--- config.mk ---
export PLATFORM = sky130hd
export DESIGN_NAME = poe_port_guard
export DESIGN_NICKNAME = d
export VERILOG_FILES = /design/src/rtl/poe_guard_pkg.sv /design/src/rtl/poe_tick_gen.sv /design/src/rtl/poe_tick_timer.sv /design/src/rtl/poe_port_ctl.sv /design/src/rtl/poe_port_guard.sv
export SDC_FILE = /design/constraint.sdc
export NUM_CORES = 1
export LEC_CHECK = 0
export ABC_AREA = 0
export BUFFER_PORTS_ARGS = -buffer_cell sky130_fd_sc_hd__buf_2
export CORE_UTILIZATION = 45
export CTS_CLUSTER_SIZE = 20
export DETAILED_ROUTE_END_ITERATION = 7
export HOLD_SLACK_MARGIN = 0.12
export PLACE_DENSITY = 0.66
export SYNTH_ARGS = -nofsm -noshare
export SYNTH_HDL_FRONTEND = slang
export SYNTH_SLANG_ARGS = --single-unit
--- constraint.sdc ---
create_clock -name clk -period 2.4 [get_ports clk]
set_input_delay 0.48 -clock clk [delete_from_list [all_inputs] [get_ports clk]]
set_output_delay 0.48 -clock clk [all_outputs]
set_load 0.02 [all_outputs]
--- src/rtl/poe_guard_pkg.sv ---
package poe_guard_pkg;

    localparam int SMP_W = 16;
    localparam int FLT_W = 3;

    localparam logic [SMP_W-1:0] LIM_LO = 16'd4000;
    localparam logic [SMP_W-1:0] LIM_HI = 16'd8000;
    localparam logic [SMP_W-1:0] SC_LO  = 16'd5000;
    localparam logic [SMP_W-1:0] SC_HI  = 16'd10000;
    localparam logic [SMP_W-1:0] UC_THR = 16'd75;

    typedef enum logic [FLT_W-1:0] {
        FLT_NONE  = 3'd0,
        FLT_ICUT  = 3'd1,
        FLT_SHORT = 3'd2,
        FLT_DISC  = 3'd3,
        FLT_HOT   = 3'd4
    } flt_code_e;

    typedef enum logic [1:0] {
        PS_OFF,
        PS_ON,
        PS_TRIP
    } port_st_e;

    typedef struct packed {
        logic short_hit;
        logic over_lim;
        logic under_min;
    } smp_class_t;

    function automatic smp_class_t classify_smp(input logic [SMP_W-1:0] s, input logic hi);
        smp_class_t c;
        c.short_hit = (s >= (hi ? SC_HI : SC_LO));
        c.over_lim  = (s >= (hi ? LIM_HI : LIM_LO));
        c.under_min = (s < UC_THR);
        return c;
    endfunction

endpackage

--- src/rtl/poe_tick_gen.sv ---
module poe_tick_gen #(
    parameter int DIV = 125
) (
    input  logic clk,
    input  logic rst,
    output logic tick_o
);
    localparam int CNT_W = (DIV > 2) ? $clog2(DIV) : 1;

    logic [CNT_W-1:0] cnt_q;

    always_ff @(posedge clk) begin
        if (rst) begin
            cnt_q  <= '0;
            tick_o <= 1'b0;
        end else if (cnt_q == CNT_W'(DIV - 1)) begin
            cnt_q  <= '0;
            tick_o <= 1'b1;
        end else begin
            cnt_q  <= cnt_q + 1'b1;
            tick_o <= 1'b0;
        end
    end

    AST_TICK_SINGLE: assert property (@(posedge clk) disable iff (rst)
        tick_o |=> !tick_o);

endmodule

--- src/rtl/poe_tick_timer.sv ---
module poe_tick_timer #(
    parameter int TERM = 60000
) (
    input  logic clk,
    input  logic rst,
    input  logic tick_i,
    input  logic run_i,
    output logic expired_o
);
    localparam int W = $clog2(TERM + 1);

    logic [W-1:0] cnt_q;

    always_ff @(posedge clk) begin
        if (rst || !run_i) begin
            cnt_q <= '0;
        end else if (tick_i && (cnt_q != W'(TERM))) begin
            cnt_q <= cnt_q + 1'b1;
        end
    end

    assign expired_o = (cnt_q == W'(TERM));

    AST_TMR_HOLD: assert property (@(posedge clk) disable iff (rst)
        (run_i && !tick_i) |=> $stable(cnt_q));

endmodule

--- src/rtl/poe_port_ctl.sv ---
module poe_port_ctl
    import poe_guard_pkg::*;
#(
    parameter int ICUT_TICKS = 60000,
    parameter int DISC_TICKS = 350000,
    parameter int CLAMP_CYC  = 1250
) (
    input  logic             clk,
    input  logic             rst,
    input  logic             tick_i,
    input  logic             en_i,
    input  logic             clr_i,
    input  logic [SMP_W-1:0] smp_i,
    input  logic             vld_i,
    input  logic             lim_sel_i,
    input  logic             plus_i,
    input  logic             therm_i,
    input  logic             hot_i,
    output logic             gate_off_o,
    output logic             clamp_o,
    output logic [FLT_W-1:0] code_o
);
    localparam int CL_W = $clog2(CLAMP_CYC + 1);

    smp_class_t cls;
    port_st_e   st_q, st_d;
    flt_code_e  code_q, code_d;
    logic       en_q, en_rise;
    logic       ovl_q, uc_q;
    logic       icut_exp, disc_exp;
    logic       clamp_load;
    logic [CL_W-1:0] clamp_cnt_q;

    assign cls     = classify_smp(smp_i, lim_sel_i);
    assign en_rise = en_i && !en_q;

    always_ff @(posedge clk) begin
        if (rst) en_q <= 1'b0;
        else     en_q <= en_i;
    end

    // Level flags that persist between samples
    always_ff @(posedge clk) begin
        if (rst || st_q != PS_ON) begin
            ovl_q <= 1'b0;
            uc_q  <= 1'b0;
        end else if (vld_i) begin
            ovl_q <= cls.over_lim;
            uc_q  <= cls.under_min;
        end
    end

    poe_tick_timer #(.TERM(ICUT_TICKS)) u_icut_tmr (
        .clk      (clk),
        .rst      (rst),
        .tick_i   (tick_i),
        .run_i    (ovl_q),
        .expired_o(icut_exp)
    );

    poe_tick_timer #(.TERM(DISC_TICKS + 1)) u_disc_tmr (
        .clk      (clk),
        .rst      (rst),
        .tick_i   (tick_i),
        .run_i    (uc_q),
        .expired_o(disc_exp)
    );

    always_comb begin
        st_d       = st_q;
        code_d     = code_q;
        clamp_load = 1'b0;
        case (st_q)
            PS_OFF: begin
                code_d = FLT_NONE;
                if (en_rise && !hot_i) st_d = PS_ON;
            end
            PS_ON: begin
                if (hot_i) begin
                    st_d   = PS_TRIP;
                    code_d = FLT_HOT;
                end else if (vld_i && cls.short_hit) begin
                    st_d       = PS_TRIP;
                    code_d     = FLT_SHORT;
                    clamp_load = 1'b1;
                end else if ((therm_i && plus_i) || icut_exp) begin
                    st_d   = PS_TRIP;
                    code_d = FLT_ICUT;
                end else if (disc_exp) begin
                    st_d   = PS_TRIP;
                    code_d = FLT_DISC;
                end else if (!en_i) begin
                    st_d = PS_OFF;
                end
            end
            PS_TRIP: begin
                if (clr_i) begin
                    st_d   = PS_OFF;
                    code_d = FLT_NONE;
                end
            end
            default: begin
                st_d   = PS_OFF;
                code_d = FLT_NONE;
            end
        endcase
    end

    always_ff @(posedge clk) begin
        if (rst) begin
            st_q   <= PS_OFF;
            code_q <= FLT_NONE;
        end else begin
            st_q   <= st_d;
            code_q <= code_d;
        end
    end

    always_ff @(posedge clk) begin
        if (rst)                    clamp_cnt_q <= '0;
        else if (clamp_load)        clamp_cnt_q <= CL_W'(CLAMP_CYC);
        else if (clamp_cnt_q != '0) clamp_cnt_q <= clamp_cnt_q - 1'b1;
    end

    assign gate_off_o = (st_q != PS_ON);
    assign clamp_o    = (clamp_cnt_q != '0);
    assign code_o     = code_q;

    // Checker: length of each clamp pulse
    logic [CL_W-1:0] run_len_q;
    always_ff @(posedge clk) begin
        if (rst || !clamp_o)                   run_len_q <= '0;
        else if (run_len_q < CL_W'(CLAMP_CYC)) run_len_q <= run_len_q + 1'b1;
    end

    AST_CLAMP_LEN: assert property (@(posedge clk) disable iff (rst)
        $fell(clamp_o) |-> (run_len_q == CL_W'(CLAMP_CYC)));
    AST_CLAMP_GATE_OFF: assert property (@(posedge clk) disable iff (rst)
        clamp_o |-> gate_off_o);
    AST_SHORT_TRIP: assert property (@(posedge clk) disable iff (rst)
        (!gate_off_o && vld_i && cls.short_hit && !hot_i) |=> (gate_off_o && code_o == FLT_SHORT));
    AST_THERM_PLUS: assert property (@(posedge clk) disable iff (rst)
        (!gate_off_o && therm_i && plus_i && !hot_i) |=> gate_off_o);
    AST_CODE_HOLD: assert property (@(posedge clk) disable iff (rst)
        (code_o != FLT_NONE && !clr_i) |=> $stable(code_o));
    AST_CODE_OFF: assert property (@(posedge clk) disable iff (rst)
        (code_o != FLT_NONE) |-> gate_off_o);

endmodule

--- src/rtl/poe_port_guard.sv ---
module poe_port_guard
    import poe_guard_pkg::*;
#(
    parameter int NPORTS     = 4,
    parameter int TICK_DIV   = 125,
    parameter int ICUT_TICKS = 60000,
    parameter int DISC_TICKS = 350000,
    parameter int CLAMP_CYC  = 1250
) (
    input  logic                    clk,
    input  logic                    rst,
    input  logic [NPORTS-1:0]       port_en_i,
    input  logic [NPORTS-1:0]       flt_clr_i,
    input  logic [NPORTS*SMP_W-1:0] cur_smp_i,
    input  logic [NPORTS-1:0]       cur_vld_i,
    input  logic [NPORTS-1:0]       lim_sel_i,
    input  logic [NPORTS-1:0]       plus_mode_i,
    input  logic [NPORTS-1:0]       port_hot_i,
    input  logic                    pkg_hot_i,
    output logic [NPORTS-1:0]       gate_off_o,
    output logic [NPORTS-1:0]       clamp_o,
    output logic [NPORTS*FLT_W-1:0] flt_code_o,
    output logic                    det_blk_o
);
    logic tick;

    poe_tick_gen #(.DIV(TICK_DIV)) u_tick (
        .clk   (clk),
        .rst   (rst),
        .tick_o(tick)
    );

    always_ff @(posedge clk) begin
        if (rst) det_blk_o <= 1'b0;
        else     det_blk_o <= pkg_hot_i;
    end

    for (genvar g = 0; g < NPORTS; g++) begin : g_port
        poe_port_ctl #(
            .ICUT_TICKS(ICUT_TICKS),
            .DISC_TICKS(DISC_TICKS),
            .CLAMP_CYC (CLAMP_CYC)
        ) u_port (
            .clk       (clk),
            .rst       (rst),
            .tick_i    (tick),
            .en_i      (port_en_i[g]),
            .clr_i     (flt_clr_i[g]),
            .smp_i     (cur_smp_i[g*SMP_W +: SMP_W]),
            .vld_i     (cur_vld_i[g]),
            .lim_sel_i (lim_sel_i[g]),
            .plus_i    (plus_mode_i[g]),
            .therm_i   (port_hot_i[g]),
            .hot_i     (pkg_hot_i),
            .gate_off_o(gate_off_o[g]),
            .clamp_o   (clamp_o[g]),
            .code_o    (flt_code_o[g*FLT_W +: FLT_W])
        );
    end

    AST_HOT_ALL_OFF: assert property (@(posedge clk) disable iff (rst)
        pkg_hot_i |=> (&gate_off_o));
    AST_DET_FOLLOW: assert property (@(posedge clk) disable iff (rst)
        pkg_hot_i |=> det_blk_o);
    AST_DET_RELEASE: assert property (@(posedge clk) disable iff (rst)
        !pkg_hot_i |=> !det_blk_o);

endmodule

After elaboration in Yosys (flattened, before gate mapping)
Cells that the tools add are included.

Add/subtract/negate cells: 13. $lt $le $gt $ge: 12. Eq/ne operators: 45. Mux-type cells: 85. Reductions and logical operators: 78.

Operator list (count): >= comparator 16 bit (8); 2-to-1 mux 11 bit (8); adder 19 x 1 -> 19 bit (second input constant) (4); == test 19 bit (second input constant) (4); != test 19 bit (second input constant) (4); adder 16 x 1 -> 16 bit (second input constant) (4); == test 16 bit (second input constant) (4); < comparator 16 x 7 -> 1 bit (second input constant) (4); != test 16 bit (second input constant) (4); 2-to-1 mux 3 bit (20); 2-to-1 mux 14 bit (4); 2-to-1 mux 2 bit (28); 2-to-1 mux 13 bit (4); nonzero test 11 bit (4); subtractor 11 x 1 -> 11 bit (second input constant) (4); logical AND 1 bit (24); != test 6 x 3 -> 1 bit (second input constant) (4); one-hot mux 2 bit (3 select lines) (4); one-hot mux 3 bit (2 select lines) (4); != test 5 x 2 -> 1 bit (second input constant) (4); logical OR 1 bit (16); != test 2 x 1 -> 1 bit (second input constant) (8); zero test 1 bit (13); 2-to-1 mux 1 bit (13); other kinds (10) (35).

Register bits after elaboration: 225. Logic and storage cells: 272.

Logic depth before layout (Yosys ltp)
Word-level depth: 7. Mapped depth: 9.

Hierarchy
From an unflattened synthesis, not the netlist that was laid out.

Cell total of the unflattened synthesis: 1459. Area total of the unflattened synthesis: 12763.5 um^2.

Modules (own cells, without submodules): poe_port_ctl (instances 4, cells each 147, area an instance 1249.9 um^2); poe_tick_timer (g_port[0].u_port.u_disc_tmr ...) (instances 4, cells each 117, area an instance 1017.2 um^2); poe_tick_timer (g_port[0].u_port.u_icut_tmr ...) (instances 3, cells each 91, area an instance 829.5 um^2); poe_tick_timer (g_port[3].u_port.u_icut_tmr) (instances 1, cells each 92, area an instance 839.6 um^2); poe_tick_gen (instances 1, cells each 36, area an instance 332.8 um^2); poe_port_guard (instances 1, cells each 2, area an instance 33.8 um^2).

Least setup slack after synthesis
Ideal clock, no wire load.

Path type: in2reg. Start: in lim_sel_i[0]. End: reg g_port[0].u_port.code_q[2]. Setup time: 0.071 ns. Data arrival time: 2.368 ns. Path slack: -0.039 ns. Cell stages on the path: 8. Path buffers: 0. Path through: inv_1 -> ha_1 -> a2111oi_2 -> o21ai_1 -> or4_1 -> nand2_1 -> or4b_1 -> a21oi_1.

Cells in the longest elaborated chain, start to end: 6.

RTL lines: start, declared (line poe_port_guard.sv:16) `input logic [NPORTS-1:0] lim_sel_i,`; 2-to-1 mux 14 bit (*) (line poe_guard_pkg.sv:34) `c.short_hit = (s >= (hi ? SC_HI : SC_LO));`; >= comparator 16 bit (*) (line poe_guard_pkg.sv:34); logical AND 1 bit (*) (line poe_port_ctl.sv:82) `end else if (vld_i && cls.short_hit) begin`; 2-to-1 mux 3 bit (line poe_port_ctl.sv:82); 2-to-1 mux 3 bit (line poe_port_ctl.sv:79) `if (hot_i) begin`; one-hot mux 3 bit (2 select lines) (line poe_port_ctl.sv:73) `case (st_q)`; end signal, assigned (line poe_port_ctl.sv:115) `code_q <= code_d;`; end, declared (line poe_port_ctl.sv:27) `flt_code_e code_q, code_d;`.

Mark *: on every way between the ends. The rest lies on a longest branch, timed or not. A chain may end at the register's enable or synchronous reset.

Worst setup path after layout
Start: reg g_port[3].u_port.clamp_cnt_q[7]. End: out clamp_o[3].

Cells in the longest elaborated chain, start to end: 1.

RTL lines: start, declared (line poe_port_ctl.sv:32) `logic [CL_W-1:0] clamp_cnt_q;`; start signal, assigned (line poe_port_ctl.sv:121) `else if (clamp_load) clamp_cnt_q <= CL_W'(CLAMP_CYC);`; start signal, assigned (line poe_port_ctl.sv:122) `else if (clamp_cnt_q != '0) clamp_cnt_q <= clamp_cnt_q - 1'b1;`; nonzero test 11 bit (line poe_port_ctl.sv:126) `assign clamp_o = (clamp_cnt_q != '0);`; end, declared (line poe_port_guard.sv:21) `output logic [NPORTS-1:0] clamp_o,`.

Every way passes these cells.

==> results.sh <==
export IMPL_reg2reg_slack_ps=110
export IMPL_start_kind="register"
export IMPL_yosys_top_cells_area="dfxtp_1 39%, nor2_1 6.4%, ha_1 6.3%, xor2_1 6.2%, xnor2_1 4.4%"
export IMPL_area_delta_synth_final_pct=19.3
export IMPL_max_freq_ghz=0.370
export IMPL_relSlewSlack_pct=44.5
export IMPL_synth_area_um2=11600
export IMPL_synthAdderAreaFrac_pct=6.25
export IMPL_finalCritPeriodShare_pct=113
export IMPL_grt_overflow_total=0
export IMPL_r2r_cells=9
export IMPL_p_per_area_nw_per_um2=782
export IMPL_drv_slew=0
export IMPL_hold_depth=2
export IMPL_gp_congestion=0.879
export IMPL_dp_hpwl_um=18200
export IMPL_ctsHtreeMaxLevel=1
export IMPL_whs_endpoint="g_port[2].u_port.en_q$_SDFF_PP0_"
export IMPL_clk_pin_slew_ps=60
export IMPL_preCtsSetupSlack_ps=-271
export IMPL_synth_top_cell_area_share_pct=38.8
export IMPL_synth_simple_area_share_pct=28.9
export IMPL_die_h_um=163
export IMPL_syn_inst=1379
export IMPL_mostFrequentLayoutCell="dfxtp_1"
export IMPL_synth_compound_area_share_pct=11.2
export IMPL_finalHoldViolations=0
export IMPL_syn_num_nets=1528
export IMPL_clock_root_buffer="clkbuf_16"
export IMPL_wire_per_inst_um=13.6
export IMPL_p_leak_uw=0.00508
export IMPL_synth_top_cell_by_area="dfxtp_1"
export IMPL_synthXorXnorAreaFrac_pct=10.6
export IMPL_routed_via_count=9976
export IMPL_min_from="port_en_i[2]"
export IMPL_grt_setup_unrepaired="yes"
export IMPL_grt_max_degree=54
export IMPL_violations="negative setup slack"
export IMPL_p_comb_share_pct=25.4
export IMPL_antenna_found_initial=2
export IMPL_peakVddDrop_v=0.000520
export IMPL_worst_slew_pin_slew_ps=827
export IMPL_drcViolationCount=0
export IMPL_finalCriticalPeriod_ps=2700
export IMPL_synth_async_sr_flop_share_pct=0
export IMPL_synth_top_family_by_area="simple AND/OR/NAND/NOR gates"
export IMPL_cts_tree="built"
export IMPL_critPathMaxFanout=3
export IMPL_p_switching_uw=3070
export IMPL_viasPerCell=5.26
export IMPL_drv_cap=0
export IMPL_synth_ff_type="dfxtp_1"
export IMPL_cp_arrival_ps=2220
export IMPL_r2r_start="g_port[3].u_port.clamp_cnt_q[0]$_SDFFE_PP0P_"
export IMPL_worstSkewPairLatency_ps=530
export IMPL_num_io_pins=112
export IMPL_end_kind="primary output"
export IMPL_postRouteWirelength_um=25800
export IMPL_layout_common_cells="217 x dfxtp_1, 199 x nor2_1, 107 x buf_2, 98 x nand2_1, 92 x a21oi_1"
export IMPL_setup_viol=2
export IMPL_dpl_cell_area_um2=12800
export IMPL_ys_ff_latch=225
export IMPL_share_seq_of_total_power_pct=39.3
export IMPL_drive_above_1_share_pct=17.2
export IMPL_power_uw=10800
export IMPL_clock_path_buffers=3
export IMPL_firstDrtPassIters=5
export IMPL_fp_coreArea_um2=25300
export IMPL_hold_path_class="in -> reg"
export IMPL_synth_edf_count=0
export IMPL_cp_required_ps=1920
export IMPL_internal_power_uw=7760
export IMPL_synth_seq_area_share_pct=38.8
export IMPL_drt_iter0_drc=618
export IMPL_grt_use_total_pct=19.5
export IMPL_cts_buffers=26
export IMPL_syn_avg_cell_area_um2=8.42
export IMPL_diodes=0
export IMPL_synth_cell_types=77
export IMPL_synthMuxAreaShare_pct=0.453
export IMPL_p_clk_share_pct=35.4
export IMPL_die_x_um=163
export IMPL_nNetsFinal=1697
export IMPL_grt_pass1_wl_um=43700
export IMPL_fin_skew_ps=15.5
export IMPL_final_antenna_net_count=0
export IMPL_r2r_end="g_port[3].u_port.clamp_cnt_q[7]$_SDFFE_PP0P_"
export IMPL_std_cell_rows=58
export IMPL_p_sw_share_pct=28.3
export IMPL_status="finished with violations"
export IMPL_port_buffers=111
export IMPL_start_util_pct=46.0
export IMPL_fp_dieArea_um2=26400
export IMPL_ys_warn_count=0
export IMPL_fin_area_um2=13800
export IMPL_cts_sinks=225
export IMPL_grt_pass1_vias=9439
export IMPL_criticalPathCategory="reg -> out"
export IMPL_setup_ws_ps=-303
layer usage:
layer  GRT usage (%)  up-vias  part of all wire [%]  wire length, um
li1                -     5196                     -                -
met1            26.4     4569                    49            12600
met2            32.0      162                    44            11400
met3            3.41       45                   4.3             1120
met4            5.10        4                   2.3              584
met5               0        -                 0.085               22
kinds of logic after synthesis:
group	Yosys count
xor+xnor	140
compound gates	207
simple gates	639
flops	225
mux	5
fa+ha+maj	58
buf+inv	105
critical path, cell delays in order, from the launching register on:
cell and delay, ps:
dfxtp_2 320, or4_4 530, or2_4 250, or4_4 440
buf_6 150
state kept, by name, indices dropped and copies added, names as in the netlist:
signal / cells
det_blk_o: 1
g_port.u_port.clamp_cnt_q: 44
g_port.u_port.code_o: 12
g_port.u_port.en_q: 4
g_port.u_port.ovl_q: 4
g_port.u_port.st_q: 8
g_port.u_port.u_disc_tmr.cnt_q: 76
g_port.u_port.u_icut_tmr.cnt_q: 64
g_port.u_port.uc_q: 4
u_tick.cnt_q: 7
u_tick.tick_o: 1
cell type report:
cell class | instances | area [um2]
inverter | 69 | 259
clock buffer | 41 | 818
timing repair buffer | 177 | 1090
clock inverter | 5 | 27.5
multi-input combinational | 1049 | 6720
sequential | 225 | 4510
fill | 2341 | 11400
tap | 330 | 413
metrics by stage:
stage | instances | TNS [ps] | hold slack, ps | utilization (%)
detailed placement | 1832 | -4350 | 451 | 50.5
global route | 1896 | -573 | 194 | 54.8
floorplan | 1379 | -69.9 | 430 | -
finish | 1896 | -321 | 212 | 54.8
CTS | 1894 | -415 | 204 | 54.6
global placement | 1832 | -4070 | 455 | 50.5
synthesized netlist by cell type, drive strengths merged, types with 5 or more instances:
library cell,n
a21boi,5
a211oi,7
or4b,5
xor2,82
o21a,5
a2111oi,8
nand3,62
and4,5
xnor2,58
buf,9
clkbuf,27
or3,36
nor3b,7
nor4bb,8
and3,26
nand2,98
or4,14
inv,68
nor4b,6
dfxtp,225
and2,10
ha,58
nand4b,6
and4b,5
a21oi,93
nor4,28
nand2b,5
o21ai,46
nor3,55
nand4,39
o211ai,6
nor2b,10
or3b,5
or2,6
nor2,199
worst max path at each step:
stage / startpoint / end / slack, ps
2_1_floorplan: lim_sel_i[0] / g_port[0].u_port.code_o[2]$_SDFFE_PP0P_ / -40
3_3_place_gp: lim_sel_i[0] / g_port[0].u_port.st_q[0]$_SDFFE_PP0P_ / -210
3_5_place_dp: lim_sel_i[0] / g_port[0].u_port.code_o[2]$_SDFFE_PP0P_ / -270
4_1_cts: g_port[3].u_port.clamp_cnt_q[7]$_SDFFE_PP0P_ / clamp_o[3] / -380
5_1_grt: g_port[3].u_port.clamp_cnt_q[7]$_SDFFE_PP0P_ / clamp_o[3] / -350
6_report: g_port[3].u_port.clamp_cnt_q[7]$_SDFFE_PP0P_ / clamp_o[3] / -300
repair_timing:
action | in CTS | in global routing
resized for setup | 22 | 10
pin swaps | 8 | 10
setup buffers | 16 | 4
endpoints found under the setup margin | 4 | 10
hold buffers | 0 | 0
power groups by stage:
stage          Combinational (uW)  Sequential (uW)  Clock, uW
3_5_place_dp                 2230             4300          0
4_1_cts                      2680             4230       3930
3_3_place_gp                 2200             4290          0
6_report                     2750             4250       3830
5_1_grt                      3070             4290       4090
2_1_floorplan                1720             4260          0
Power figures use the tool's default switching activity.
